--- src/rtl/sar_seq_pkg.sv ---
package sar_seq_pkg;

  typedef enum logic [2:0] {
    ST_RST,
    ST_GAP,
    ST_IDLE,
    ST_ACQ_LO,
    ST_ACQ_HI,
    ST_CNV_LO,
    ST_CNV_HI,
    ST_RD_LO
  } seq_state_e;

  // nanoseconds to clock cycles, rounded up
  function automatic int unsigned ns_to_cyc(input longint unsigned ns,
                                            input longint unsigned hz);
    longint unsigned prod;
    prod = ns * hz;
    return 32'((prod + 64'd999_999_999) / 64'd1_000_000_000);
  endfunction

  function automatic int unsigned at_least(input int unsigned a,
                                           input int unsigned b);
    return (a > b) ? a : b;
  endfunction

  function automatic int unsigned sub_floor(input int unsigned a,
                                            input int unsigned b);
    return (a > b) ? a - b : 0;
  endfunction

endpackage

--- src/rtl/sar_seq_sync.sv ---
module sar_seq_sync #(
  parameter logic RST_VAL = 1'b0
) (
  input  logic clk,
  input  logic rst_n,
  input  logic d_i,
  output logic q_o
);

  logic ff1_q;
  logic ff2_q;

  always_ff @(posedge clk or negedge rst_n) begin
    if (!rst_n) begin
      ff1_q <= RST_VAL;
      ff2_q <= RST_VAL;
    end else begin
      ff1_q <= d_i;
      ff2_q <= ff1_q;
    end
  end

  assign q_o = ff2_q;

endmodule

--- src/rtl/sar_seq_timer.sv ---
module sar_seq_timer #(
  parameter int unsigned    W    = 8,
  parameter logic [W-1:0]   INIT = '0
) (
  input  logic         clk,
  input  logic         rst_n,
  input  logic         load_i,
  input  logic [W-1:0] val_i,
  output logic         done_o
);

  logic [W-1:0] cnt_q;
  logic [W-1:0] cnt_d;

  always_comb begin
    cnt_d = cnt_q;
    if (load_i)
      cnt_d = val_i;
    else if (cnt_q != '0)
      cnt_d = cnt_q - 1'b1;
  end

  always_ff @(posedge clk or negedge rst_n) begin
    if (!rst_n) cnt_q <= INIT;
    else        cnt_q <= cnt_d;
  end

  assign done_o = (cnt_q == '0);

  // an expired count stays expired until reloaded
  a_r5_timer_floor: assert property (@(posedge clk) disable iff (!rst_n)
    (done_o && !load_i) |=> done_o);

endmodule

--- src/rtl/sar_host_seq.sv ---
module sar_host_seq
  import sar_seq_pkg::*;
#(
  parameter int unsigned CLK_HZ    = 50_000_000,
  parameter int unsigned DATA_W    = 16,
  parameter int unsigned T_ACQ_NS  = 2000,
  parameter int unsigned T_CONV_NS = 4700,
  parameter int unsigned T_PW_NS   = 40,
  parameter int unsigned T_DO_NS   = 40,
  parameter int unsigned T_BR_NS   = 60,
  parameter int unsigned T_WAKE_NS = 12_000_000
) (
  input  logic              clk,
  input  logic              rst_n,
  input  logic              start_i,
  input  logic              shutdown_i,
  input  logic              adc_eoc_i,
  input  logic [DATA_W-1:0] adc_data_i,
  output logic              adc_cs_n_o,
  output logic              adc_rc_o,
  output logic              adc_reset_o,
  output logic [DATA_W-1:0] sample_o,
  output logic              sample_valid_o,
  output logic              eoc_timeout_o
);

  localparam int unsigned PW_C    = at_least(ns_to_cyc(T_PW_NS, CLK_HZ), 2);
  localparam int unsigned ACQ_C   = ns_to_cyc(T_ACQ_NS, CLK_HZ);
  localparam int unsigned WAKE_C  = ns_to_cyc(T_WAKE_NS, CLK_HZ);
  localparam int unsigned DO_C    = ns_to_cyc(T_DO_NS, CLK_HZ);
  localparam int unsigned BR_C    = ns_to_cyc(T_BR_NS, CLK_HZ);
  localparam int unsigned CONV_C  = ns_to_cyc(T_CONV_NS, CLK_HZ);
  localparam int unsigned AHI_C   = at_least(sub_floor(ACQ_C, PW_C), PW_C);
  localparam int unsigned WHI_C   = at_least(sub_floor(at_least(WAKE_C, ACQ_C), PW_C), PW_C);
  localparam int unsigned RD_C    = at_least(PW_C, DO_C + 1);
  localparam int unsigned GAP_C   = at_least(BR_C, PW_C);
  localparam int unsigned TO_C    = at_least(2 * CONV_C, PW_C + 1);
  localparam int unsigned MAX_C   = at_least(at_least(WHI_C, TO_C), at_least(RD_C, GAP_C));
  localparam int unsigned CNT_W   = $clog2(MAX_C + 1);

  logic              rst_sn;
  logic              eoc_s;
  seq_state_e        state_q, state_d;
  logic              mode_q, mode_d;
  logic              wake_q, wake_d;
  logic              seen_q, seen_d;
  logic              cs_n_q, cs_n_d;
  logic              rc_q, rc_d;
  logic              rstp_q, rstp_d;
  logic              vld_q, vld_d;
  logic              tmo_q, tmo_d;
  logic [DATA_W-1:0] smp_q;
  logic              mode_en;
  logic              t1_ld, t1_done, t2_ld, t2_done;
  logic [CNT_W-1:0]  t1_val;

  sar_seq_sync #(.RST_VAL(1'b0)) u_rst_sync (
    .clk(clk), .rst_n(rst_n), .d_i(1'b1), .q_o(rst_sn));

  sar_seq_sync #(.RST_VAL(1'b0)) u_eoc_sync (
    .clk(clk), .rst_n(rst_sn), .d_i(adc_eoc_i), .q_o(eoc_s));

  sar_seq_timer #(.W(CNT_W), .INIT(CNT_W'(PW_C - 1))) u_phase_tmr (
    .clk(clk), .rst_n(rst_sn), .load_i(t1_ld), .val_i(t1_val), .done_o(t1_done));

  sar_seq_timer #(.W(CNT_W), .INIT('0)) u_conv_tmr (
    .clk(clk), .rst_n(rst_sn), .load_i(t2_ld), .val_i(CNT_W'(TO_C - 1)),
    .done_o(t2_done));

  // next state
  always_comb begin
    state_d = state_q;
    mode_d  = mode_q;
    wake_d  = wake_q;
    seen_d  = seen_q;
    tmo_d   = tmo_q;
    vld_d   = 1'b0;
    mode_en = 1'b0;
    case (state_q)
      ST_RST: begin
        wake_d = 1'b1;
        if (t1_done) state_d = ST_GAP;
      end
      ST_GAP:    if (t1_done) state_d = ST_IDLE;
      ST_IDLE: begin
        if (start_i) begin
          state_d = ST_ACQ_LO;
          mode_d  = shutdown_i;
          mode_en = 1'b1;
          tmo_d   = 1'b0;
          seen_d  = 1'b0;
        end
      end
      ST_ACQ_LO: if (t1_done) state_d = ST_ACQ_HI;
      ST_ACQ_HI: if (t1_done) state_d = ST_CNV_LO;
      ST_CNV_LO: begin
        if (eoc_s) seen_d = 1'b1;
        if (t1_done) state_d = ST_CNV_HI;
      end
      ST_CNV_HI: begin
        if (eoc_s) seen_d = 1'b1;
        if (t2_done) begin
          state_d = ST_RST;
          tmo_d   = 1'b1;
        end else if (t1_done && seen_q && !eoc_s) begin
          state_d = ST_RD_LO;
        end
      end
      ST_RD_LO: begin
        if (t1_done) begin
          state_d = ST_GAP;
          vld_d   = 1'b1;
          wake_d  = mode_q;
        end
      end
      default: state_d = ST_RST;
    endcase
  end

  // pin levels and phase lengths follow the next state
  always_comb begin
    cs_n_d = !(state_d inside {ST_ACQ_LO, ST_CNV_LO, ST_RD_LO});
    rstp_d = (state_d == ST_RST);
    case (state_d)
      ST_ACQ_HI, ST_CNV_LO: rc_d = mode_d;
      ST_CNV_HI, ST_RD_LO:  rc_d = 1'b1;
      default:              rc_d = 1'b0;
    endcase
    case (state_d)
      ST_RST:    t1_val = CNT_W'(PW_C - 1);
      ST_GAP:    t1_val = CNT_W'(GAP_C - 1);
      ST_ACQ_LO: t1_val = CNT_W'(PW_C - 1);
      ST_ACQ_HI: t1_val = wake_q ? CNT_W'(WHI_C - 1) : CNT_W'(AHI_C - 1);
      ST_CNV_LO: t1_val = CNT_W'(PW_C - 1);
      ST_CNV_HI: t1_val = CNT_W'(PW_C - 1);
      ST_RD_LO:  t1_val = CNT_W'(RD_C - 1);
      default:   t1_val = '0;
    endcase
    t1_ld = (state_d != state_q);
    t2_ld = (state_d == ST_CNV_LO) && (state_q != ST_CNV_LO);
  end

  always_ff @(posedge clk or negedge rst_sn) begin
    if (!rst_sn) begin
      state_q <= ST_RST;
      wake_q  <= 1'b1;
      seen_q  <= 1'b0;
      cs_n_q  <= 1'b1;
      rc_q    <= 1'b0;
      rstp_q  <= 1'b1;
      vld_q   <= 1'b0;
      tmo_q   <= 1'b0;
    end else begin
      state_q <= state_d;
      wake_q  <= wake_d;
      seen_q  <= seen_d;
      cs_n_q  <= cs_n_d;
      rc_q    <= rc_d;
      rstp_q  <= rstp_d;
      vld_q   <= vld_d;
      tmo_q   <= tmo_d;
    end
  end

  always_ff @(posedge clk or negedge rst_sn) begin
    if (!rst_sn)      mode_q <= 1'b0;
    else if (mode_en) mode_q <= mode_d;
  end

  always_ff @(posedge clk or negedge rst_sn) begin
    if (!rst_sn)    smp_q <= '0;
    else if (vld_d) smp_q <= adc_data_i;
  end

  assign adc_cs_n_o     = cs_n_q;
  assign adc_rc_o       = rc_q;
  assign adc_reset_o    = rstp_q;
  assign sample_o       = smp_q;
  assign sample_valid_o = vld_q;
  assign eoc_timeout_o  = tmo_q;

  a_r8_rc_steady_at_fall: assert property (@(posedge clk) disable iff (!rst_sn)
    $fell(adc_cs_n_o) |-> $stable(adc_rc_o));

  a_r8_rc_frozen_low: assert property (@(posedge clk) disable iff (!rst_sn)
    (!adc_cs_n_o && $past(!adc_cs_n_o)) |-> $stable(adc_rc_o));

  a_r8_low_width: assert property (@(posedge clk) disable iff (!rst_sn)
    $rose(adc_cs_n_o) |-> !$past(adc_cs_n_o, 2));

  a_r8_high_width: assert property (@(posedge clk) disable iff (!rst_sn)
    $fell(adc_cs_n_o) |-> $past(adc_cs_n_o, 2));

  a_r1_reset_cs_high: assert property (@(posedge clk) disable iff (!rst_sn)
    adc_reset_o |-> adc_cs_n_o);

  a_r7_valid_single: assert property (@(posedge clk) disable iff (!rst_sn)
    sample_valid_o |=> !sample_valid_o);

  a_r10_no_valid_on_timeout: assert property (@(posedge clk) disable iff (!rst_sn)
    $rose(eoc_timeout_o) |-> !sample_valid_o);

  a_r6_read_edge_rc_high: assert property (@(posedge clk) disable iff (!rst_sn)
    ($fell(adc_cs_n_o) && $past(state_q == ST_CNV_HI)) |-> adc_rc_o);

endmodule

--- config.mk ---
export PLATFORM = sky130hd
export DESIGN_NAME = sar_host_seq
export DESIGN_NICKNAME = d
export VERILOG_FILES = /design/src/rtl/sar_seq_pkg.sv /design/src/rtl/sar_seq_sync.sv /design/src/rtl/sar_seq_timer.sv /design/src/rtl/sar_host_seq.sv
export SDC_FILE = /design/constraint.sdc
export NUM_CORES = 1
export LEC_CHECK = 0
export ABC_AREA = 1
export CORE_MARGIN = 4
export CORE_UTILIZATION = 59
export DETAILED_ROUTE_END_ITERATION = 10
export GPL_TIMING_DRIVEN = 0
export PLACE_DENSITY_LB_ADDON = 0.05
export RECOVER_POWER = 100
export SYNTH_ARGS = -nofsm -noshare
export SYNTH_HDL_FRONTEND = slang
export SYNTH_HIERARCHICAL = 1
export SYNTH_SLANG_ARGS = --single-unit
--- constraint.sdc ---
create_clock -name clk -period 6 [get_ports clk]
set_input_delay 1.2 -clock clk [delete_from_list [all_inputs] [get_ports clk]]
set_output_delay 1.2 -clock clk [all_outputs]
set_load 0.03 [all_outputs]
[Word-level counts from Yosys, hierarchy flattened]
Index checks and enable logic that the tools add are counted.
Storage, ports and cells
  register bits after elaboration: 71
  bits in latches: 0
  memory bits (writable): 0
  ROM bits: 0
  output and inout port bits: 21
  logic and storage cells: 92
  memories kept: 0
Operators by class
  add/subtract/negate cells: 2
  multiply operators: 0
  divide/modulo/power cells: 0
  $lt $le $gt $ge: 0
  equality and inequality tests: 19
  shift-type cells: 0
  muxes and demuxes: 29
  bitwise gates (word level): 0
  reductions and logical operators: 26
Operators with widths (count)
  2-to-1 mux 20 bit: 5
  case mux 20 bit (3 select lines): 1
  logical NOT 20 bit: 2
  nonzero test 20 bit: 2
  subtractor 20 x 1 -> 20 bit (second input constant): 2
  == test 3 bit (second input constant): 8
  2-to-1 mux 3 bit: 8
  case mux 3 bit (7 select lines): 1
  2-to-1 mux 1 bit: 10
  nonzero test 2 bit: 5
  OR reduction 2 bit: 5
  == test 3 x 2 -> 1 bit (second input constant): 3
  case mux 1 bit (2 select lines): 4
  == test 3 x 1 -> 1 bit (second input constant): 2
  logical NOT 3 bit: 2
  != test 2 bit (second input constant): 3
  AND reduction 3 bit: 2
  OR reduction 4 bit: 1
  logical AND 1 bit: 3
  != test 3 bit: 1
  != test 3 bit (second input constant): 1
  nonzero test 3 bit: 1
  logical NOT 1 bit: 2
  != test 2 x 1 -> 1 bit (second input constant): 1
  AND reduction 2 bit: 1

[Logic depth before layout (Yosys ltp)]
Gate-level depths: netlist of run 1.
  depth after elaboration: 10
  depth in mapped cells: 19
  depth with buffers taken out: 19

[Modules after synthesis]
Netlist of run 1, hierarchy kept.
By module, submodules not included
  sar_seq_timer at u_phase_tmr: times used 1, cells an instance 215, area each 1441.4 um2
  sar_seq_timer at u_conv_tmr: times used 1, cells an instance 209, area each 1390.1 um2
  sar_host_seq: times used 1, cells an instance 159, area each 1316.3 um2
  sar_seq_sync: times used 2, cells an instance 2, area each 50.0 um2

[Worst setup path before layout of run 1]
Ideal clock, no wire load.
  path kind: flip-flop to flip-flop
  from: reg u_phase_tmr.cnt_q[0]
  to: reg u_phase_tmr.cnt_q[3]
  setup time: 0.117 ns
  arrival time: 2.423 ns
  setup slack: 3.460 ns
  stages on the path, launching flop included: 20
  buffers on the path: 2
  path through: dfstp_2 -> inv_1 -> ha_1 -> nand2_1 -> nor2_1 -> nand3_2 -> nor2_4 -> inv_1 -> nand4_1 -> nand2_1 -> nor2_1 -> nand3_2 -> nand2_1 -> inv_1 -> o2bb2ai_1 -> buf_6 -> clkbuf_1 -> nor2_1 -> nand2_1 -> nand2_1
On the way
  elaborated cells between the ends (all ways): 27
  those cells by class: add/sub (1); eq/ne (7); mux (11); reduce/logical (8)
RTL lines
  from (decl): RTL line sar_seq_timer.sv:12  | logic [W-1:0] cnt_q;
  from (signal assigned): RTL line sar_seq_timer.sv:25  | else cnt_q <= cnt_d;
  logical NOT 20 bit (*): RTL line sar_seq_timer.sv:28  | assign done_o = (cnt_q == '0);
  net t1_done: RTL line sar_host_seq.sv:54  | logic t1_ld, t1_done, t2_ld, t2_done;
  logical AND 1 bit (2 in a row): RTL line sar_host_seq.sv:105  | end else if (t1_done && seen_q && !eoc_s) begin
  2-to-1 mux 3 bit: RTL line sar_host_seq.sv:105
  2-to-1 mux 3 bit: RTL line sar_host_seq.sv:102  | if (t2_done) begin
  case mux 3 bit (7 select lines) (*): RTL line sar_host_seq.sv:79  | case (state_q)
  net state_d[1]: RTL line sar_host_seq.sv:43  | seq_state_e state_q, state_d;
  != test 3 bit (*): RTL line sar_host_seq.sv:139  | t1_ld = (state_d != state_q);
  net t1_ld: RTL line sar_host_seq.sv:54
  2-to-1 mux 20 bit / nonzero test 2 bit (equally long branches)
The timed path passes the listed nets; every way through them passes the cells marked *. The select of a mux whose other input is x is not followed.
A chain may end at the register's enable or synchronous reset.

[Worst setup path after layout of run 1]
  from: reg u_phase_tmr.cnt_q[0]
  to: reg u_conv_tmr.cnt_q[18]
On the way
  cells in the longest elaborated chain, start to end: 9
  elaborated cells between the ends (all ways): 15
  those cells by class: eq/ne (1); mux (9); reduce/logical (5)
RTL lines
  logical NOT 20 bit (*): RTL line sar_seq_timer.sv:28
  net t1_done: RTL line sar_host_seq.sv:54
  logical AND 1 bit (2 in a row): RTL line sar_host_seq.sv:105
  2-to-1 mux 3 bit: RTL line sar_host_seq.sv:105
  2-to-1 mux 3 bit: RTL line sar_host_seq.sv:102
  case mux 3 bit (7 select lines) (*): RTL line sar_host_seq.sv:79
  == test 3 bit (*): RTL line sar_host_seq.sv:140  | t2_ld = (state_d == ST_CNV_LO) && (state_q != ST_CNV_LO);
  logical AND 1 bit (*): RTL line sar_host_seq.sv:140
  net t2_ld: RTL line sar_host_seq.sv:54
  2-to-1 mux 20 bit / nonzero test 2 bit (equally long branches)
  to (signal assigned): RTL line sar_seq_timer.sv:25
  to (decl): RTL line sar_seq_timer.sv:12
The timed path passes the listed nets; every way through them passes the cells marked *.

==> Implementation_results.wiki, run 1 <==
{| class="wikitable"
! Metric !! Value
|-
| Signed area change from the synthesized netlist to the final layout || 18.7%
|-
| Skew final || 0.0124 ns
|-
| Clock buffer depth || 2
|-
| Leakage power figure || between 2 and 2.5 nW
|-
| Share of synthesized cell area in and, or, nand and nor gates || between 40% and 50%
|-
| Cts bufs inserted || 9
|-
| Yosys warns || 6
|-
| Min Clock Period, post-route || 3.46 ns
|-
| Number of I/O port buffers || a little over 40
|-
| Share of the core filled with cells in the final layout || between 70 and 80%
|-
| Most frequent cells in the layout || nand2_1 (238), dfrtp_1 (67), nor2_1 (61)
|-
| Total Neg Setup Slack || 0 ns
|-
| DRT antenna net count || 0
|-
| Actual slew at the worst max-slew pin || between 2 and 3 ns
|-
| Most common cell after layout, fill and taps aside || nand2_1
|-
| Number of buffers inserted by post-CTS setup repair || 0
|-
| Core region area || between 6000 and 7000 um^2
|-
| Number of unique standard cell types used by synthesis || 40
|-
| Worst skew pair latency || 0.35 ns
|-
| Failing checks || max-capacitance violations, max-slew violations
|-
| Number of remaining DRC errors || 0
|-
| Number of clock sinks seen by CTS || 71
|-
| Crit path kind || reg -> reg
|-
| Power density of the placed cells || 385 nW/um^2
|-
| Final wirelength || 9670 um
|-
| Adder-Cell Fraction of Synth Area || about 1.2%
|-
| H-tree depth reported by CTS || 3
|-
| Io pins || 42
|-
| Maximum fanout along the worst path || 9
|-
| Global-route wire length before repair || 16,500 um
|-
| Total track usage || a little under a quarter
|-
| Register cell area after layout || between 1500 and 2000 um^2
|-
| Number of optimization iterations in the first detailed-route pass || 4
|-
| Initial cell density of the core || 61.5%
|-
| Antenna diode instance count || 0
|-
| Final cycle utilization of the critical path || 57.6%
|-
| Worst min-delay path class || reg -> reg
|-
| Maximum achievable frequency || ~0.29 GHz
|-
| Total overflow reported by the global router || 0
|-
| CP Data Arrival Time || about 3.7 ns
|-
| Die Outline Area || about 8600 um^2
|-
| Cells after synthesis || 587
|-
| Fraction of final layout cells sized beyond drive strength 1 || 9.87%
|-
| Required time at the worst-slack endpoint || 6.24 ns
|-
| Clock transition at path regs || about 0.070 ns
|-
| Mux contribution to synthesized area || 0%
|-
| Kind of capture point of the worst setup path || flop
|-
| CTS hold repair buffers || 0
|-
| Number of design-rule violations left by the first detailed-router iteration || 190
|-
| Die outline width || 92.9 um
|-
| Number of gates given a new drive strength after cts || 0
|-
| Largest family of logic cells by synthesized area || simple AND/OR/NAND/NOR gates
|-
| Mean number of vias per cell || 5.00
|-
| Vertical die dimension || 92.9 um
|-
| Sequential-to-total area share from yosys stat || a little over two fifths
|-
| Std cell rows || 30
|-
| Routability congestion estimate || 0.914
|-
| TritonCTS clock tree || built
|-
| Footprint of the multi-input gates || 2200 um^2
|-
| Post-placement setup slack || about 3 ns
|-
| Count of nets after finishing || 689
|-
| Max-slew headroom at the worst pin || -78.3%
|-
| Number of fill cells in the layout || a little over 600
|-
| Post-DR wirelength/cell || 12.6 um
|-
| RSZ-0062 raised after global routing || false
|-
| Area share of xor/xnor cells in the synthesized design || 2.24%
|-
| Count of maximum capacitance violations || 1
|-
| Fin. Hold Viols || 0
|-
| Cell at the root of the clock tree || clkbuf_8
|-
| Final setup fails || 0
|-
| Total via count after detailed routing || 3,822
|-
| Type of origin of the critical path || flop
|-
| Worst supply voltage drop on vdd || around 0.17 mV
|-
| Maximum number of pins on one net before global-route repair || 70
|-
| Mapped cell area || 4250 um^2
|-
| Mean instance size in the synthesized netlist || 7.24 um^2
|-
| Status || complete, but fails checks
|-
| Half-perimeter wire length after placement || roughly 7000 um
|-
| Post-route worst setup slack || 2.54 ns
|-
| Number of max-slew violations in the final report || 70
|-
| Via count of the first global-routing pass || 3,744
|-
| Post-synthesis compound-gate area fraction || 4.65%
|-
| Antenna violations before repair || 0
|-
| Register bit total from synthesis || between 70 and 80
|}
[flip-flops by register name, indices dropped and copies added (netlist names), 3 cells and up]
name and count:
state_q 3, u_conv_tmr/cnt_q 20, u_phase_tmr/cnt_q 20, sample_o 16
[cells in the mapped netlist]
master | instances | area share, %
a22o_2 | 1 | 0.24
clkbuf_1 | 4 | 0.35
a21oi_2 | 1 | 0.21
conb_1 | 2 | 0.18
buf_4 | 2 | 0.35
o21ai_0 | 20 | 2.4
buf_6 | 5 | 1.3
nand3_1 | 26 | 3.1
xnor2_1 | 4 | 0.82
nand4_1 | 17 | 2.5
dlymetal6s2s_1 | 1 | 0.29
ha_1 | 4 | 1.2
nand2_4 | 1 | 0.27
nand3_2 | 4 | 0.94
nor2_1 | 57 | 5.0
or2_0 | 1 | 0.15
nor2_2 | 12 | 1.8
o2bb2ai_1 | 1 | 0.21
o21ai_1 | 7 | 0.82
and3_1 | 1 | 0.15
nand4_2 | 1 | 0.29
o211ai_1 | 1 | 0.18
nand2_1 | 235 | 21
nor3_1 | 4 | 0.47
inv_2 | 4 | 0.35
dfstp_2 | 4 | 2.5
or2_2 | 2 | 0.29
nand2_2 | 13 | 1.9
nor2_4 | 11 | 2.9
xor2_2 | 1 | 0.38
inv_1 | 53 | 4.7
nand3b_1 | 5 | 0.88
xor2_1 | 5 | 1.0
nand3_4 | 1 | 0.41
nor3b_1 | 1 | 0.18
nor4_1 | 2 | 0.29
a21boi_0 | 1 | 0.18
dfrtp_1 | 67 | 39
inv_4 | 1 | 0.15
a21oi_1 | 4 | 0.47
[report_power, final]
| part | total [W] | internal [W] | leakage, nW | switching, W |
|---|---|---|---|---|
| sequential | 0.000659 | 0.000576 | 0.770 | 0.0000836 |
| combinational | 0.000820 | 0.000274 | 1.48 | 0.000545 |
| clock | 0.000465 | 0.000276 | 0.120 | 0.000189 |
| total | 0.00194 | 0.00113 | 2.37 | 0.000818 |
[worst max-delay path: stages, from the launching register on]
cell and delay [ns]:
dfstp_1 0.37, inv_1 0.12, ha_1 0.20, nand2_1 0.08, nor2_1 0.17, nand3_2 0.09, nor2_1 0.37, inv_1 0.24
nor4_1 0.40, clkbuf_1 0.27, inv_1 0.15, nand2_1 0.24, clkinvlp_2 0.40, nand2_1 0.19, nand2_1 0.06
[cell type report]
type	count	share of cell area [%]
plain buffers	12	1.49
clock inverters	6	2.16
well taps	96	2.38
flip-flops and latches	71	35.3
inverters	58	4.34
clock buffers	10	2.53
repair buffers	41	8.14
multi-input cells	471	43.6
[path summary, 6_finish.rpt]
path	start	endpoint	slack (ns)	cells past startpoint
worst max register to register	u_phase_tmr/cnt_q[0]	u_conv_tmr/cnt_q[18]	2.54	14
worst max-delay path	u_phase_tmr/cnt_q[0]	u_conv_tmr/cnt_q[18]	2.54	14
min in group asynchronous	rst_n	u_rst_sync/q_o	1.07	1
worst min register to register	u_eoc_sync/ff1_q	u_eoc_sync/q_o	0.35	0
max in group asynchronous	u_rst_sync/q_o	u_conv_tmr/cnt_q[13]	3.34	0
worst min-delay path	u_eoc_sync/ff1_q	u_eoc_sync/q_o	0.35	0
[logic make-up after synthesis]
logic type,after synthesis
AND/OR/NAND/NOR,394
other,2
AO/OA/AOI/OAI,36
XOR/XNOR,10
adder cells (fa/ha/maj),4
flip-flops,71
buffers and inverters,70
[layer usage]
metal	up-vias	global-route usage, %	wire [um]
met5	-	0	0
met3	24	3.74	352
met4	0	11.0	241
met1	1758	28.5	4210
li1	1962	-	-
met2	78	41.5	4860
[metrics by stage]
step           power (W)  std cells  hold WS [ns]  instance area (um^2)
4_1_cts          0.00199        765         0.350                  5110
5_1_grt          0.00209        765         0.366                  5040
3_5_place_dp     0.00152        749         0.336                  4880
6_report         0.00194        765         0.350                  5040
3_3_place_gp     0.00149        749         0.333                  4870
2_1_floorplan    0.00132        612         0.331                  4340
Note: power is estimated with default switching activity, not from simulation.
==> run 2: changes to the inputs <==
- CORE_UTILIZATION: 59 -> 52
- clock period: 6 -> 3 ns (I/O delays scaled with it)
==> Implementation_results.wiki, run 2 (same netlist as run 1, synthesis figures left out) <==
{| class="wikitable"
! Metric !! Value
|-
| Type of origin of the critical path || flop
|-
| Worst Reg-to-Reg Cells || 14
|-
| RSZ-0062 raised after global routing || false
|-
| Source of the worst register-to-register timing path || u_phase_tmr/cnt_q[0]
|-
| Endpoint of the most critical register-to-register path || u_conv_tmr/cnt_q[19]
|-
| Signed area change from the synthesized netlist to the final layout || 20.8%
|-
| Actual slew at the worst max-slew pin || 1.46 ns
|-
| Total overflow reported by the global router || 0
|-
| Core region area || 7850 um^2
|-
| Half-perimeter wire length after placement || 6780 um
|-
| Mean number of vias per cell || just under 5
|-
| Maximum fanout along the worst path || 9
|-
| Number of max-slew violations in the final report || 0
|-
| Most common cell after layout, fill and taps aside || nand2_1
|-
| Maximum number of pins on one net before global-route repair || 70
|-
| Hold_ws || 0.355 ns
|-
| Leakage power figure || 2.41 nW
|-
| Final wirelength || 9250 um
|-
| Cell at the root of the clock tree || clkbuf_8
|-
| Maximum achievable frequency || 0.363 GHz
|-
| Skew final || 0.0117 ns
|-
| Final Power || approximately 0.0039 W
|-
| Min Clock Period, post-route || 2.75 ns
|-
| Fin. Hold Viols || 0
|-
| Clock buffer depth || 2
|-
| Number of clock sinks seen by CTS || 71
|-
| DRT antenna net count || 0
|-
| Antenna diode instance count || 0
|-
| Vertical die dimension || 98.4 um
|-
| Routability congestion estimate || 0.886
|-
| Kind of capture point of the worst setup path || flop
|-
| Most frequent cells in the layout || nand2_1 (235), dfrtp_1 (66), nor2_1 (58)
|-
| Required time at the worst-slack endpoint || 3.23 ns
|-
| Final setup fails || 0
|-
| CTS hold repair buffers || 0
|-
| Number of optimization iterations in the first detailed-route pass || 4
|-
| Worst min-delay path class || reg -> reg
|-
| Std cell rows || 32
|-
| Total track usage || 20.9%
|-
| R2r setup slk || 0.25 ns
|-
| H-tree depth reported by CTS || 3
|-
| Count of maximum capacitance violations || 0
|-
| Count of nets after finishing || 695
|-
| CP Data Arrival Time || 2.98 ns
|-
| Number of I/O port buffers || 41
|-
| Die Outline Area || around 9700 um^2
|-
| Io pins || 42
|-
| Crit path kind || reg -> reg
|-
| Post-DR wirelength/cell || 11.9 um
|-
| Cts bufs inserted || 9
|-
| Worst skew pair latency || 0.34 ns
|-
| Antenna violations before repair || 0
|-
| Max-slew headroom at the worst pin || under 10%
|-
| Critical path capture point || u_conv_tmr/cnt_q[19]
|-
| Fraction of final layout cells sized beyond drive strength 1 || approximately an eighth
|-
| Number of remaining DRC errors || 0
|-
| Number of design-rule violations left by the first detailed-router iteration || 192
|-
| Worst supply voltage drop on vdd || ~0.33 mV
|-
| TritonCTS clock tree || built
|-
| Via count of the first global-routing pass || between 3,000 and 4,000
|-
| Die outline width || 98.4 um
|-
| Global-route wire length before repair || between 15,000 and 20,000 um
|-
| Total via count after detailed routing || around 3,800
|-
| Clock transition at path regs || 0.08 ns
|-
| Power density of the placed cells || between 700 and 800 nW/um^2
|-
| Startpoint of the worst setup timing path || u_phase_tmr/cnt_q[0]
|-
| Final cycle utilization of the critical path || 91.8%
|-
| Status || completed
|-
| Initial cell density of the core || between 50% and 60%
|}
-- run 2: cell count changes in the layout (fill, tap and decap cells not counted), sizes merged --
| cell | previous run | this run |
|---|---|---|
| bufinv | 3 | 2 |
| clkbuf | 17 | 16 |
| clkinv | 3 | 2 |
| buf | 5 | 13 |
| inv | 57 | 58 |
-- run 2: worst min path at each step --
stage,start,end,slack [ns],cells after the start
detailed placement,u_eoc_sync/ff1_q,u_eoc_sync/q_o,0.34,0
global route,u_eoc_sync/ff1_q,u_eoc_sync/q_o,0.36,0
global placement,u_eoc_sync/ff1_q,u_eoc_sync/q_o,0.33,0
finish,u_eoc_sync/ff1_q,u_eoc_sync/q_o,0.35,0
floorplan,rst_n,u_rst_sync/ff1_q,0.30,0
CTS,u_eoc_sync/ff1_q,u_eoc_sync/q_o,0.36,0
-- run 2: layer usage --
layer,GRT usage (%),share of wire (%)
met1,26.8,45
met2,35.8,49
met3,3.57,3.7
met4,6.72,1.7
met5,0,0
-- run 2: power breakdown --
group / switching [W] / internal, W / leakage [nW]
clock network: 0.000370 / 0.000492 / 0.110
logic: 0.00110 / 0.000655 / 1.53
registers: 0.000165 / 0.00115 / 0.770
total: 0.00164 / 0.00230 / 2.41
-- run 2: timing repair --
item,in CTS,in global routing
endpoints found under the setup margin,9,22
buffers inserted,0,7
pin swaps,0,2
resized for setup,2,4
-- run 2: through the flow --
stage	cells	TNS (ns)	area (um^2)	setup WS [ns]	utilization [%]
floorplan	612	0	4340	0.460	-
detailed placement	755	-0.298	4880	-0.0843	62.2
global placement	755	0	4880	0.00661	62.2
global route	777	0	5130	0.00195	65.4
CTS	770	0	5100	0.0120	65.0
finish	777	0	5130	0.245	65.4
-- run 2: final cells by class --
| type | count | area [um^2] |
|---|---|---|
| well taps | 102 | 128 |
| repair buffers | 48 | 459 |
| multi-input cells | 471 | 2230 |
| clock inverters | 5 | 81.3 |
| plain buffers | 11 | 90.1 |
| clock buffers | 11 | 141 |
| flip-flops and latches | 71 | 1780 |
| fillers | 697 | 2720 |
| inverters | 58 | 218 |
-- run 2: worst max-delay path, stage by stage (launching register included) --
cell and delay (ns):
dfstp_2 0.38, inv_1 0.11, ha_1 0.21, nand2_1 0.09, nor2_1 0.18, nand3_2 0.11, nor2_4 0.18, inv_2 0.10
nor4_1 0.31, clkbuf_1 0.29, inv_1 0.18, nand2_4 0.14, inv_1 0.16, nand2_1 0.14, nand2_1 0.06
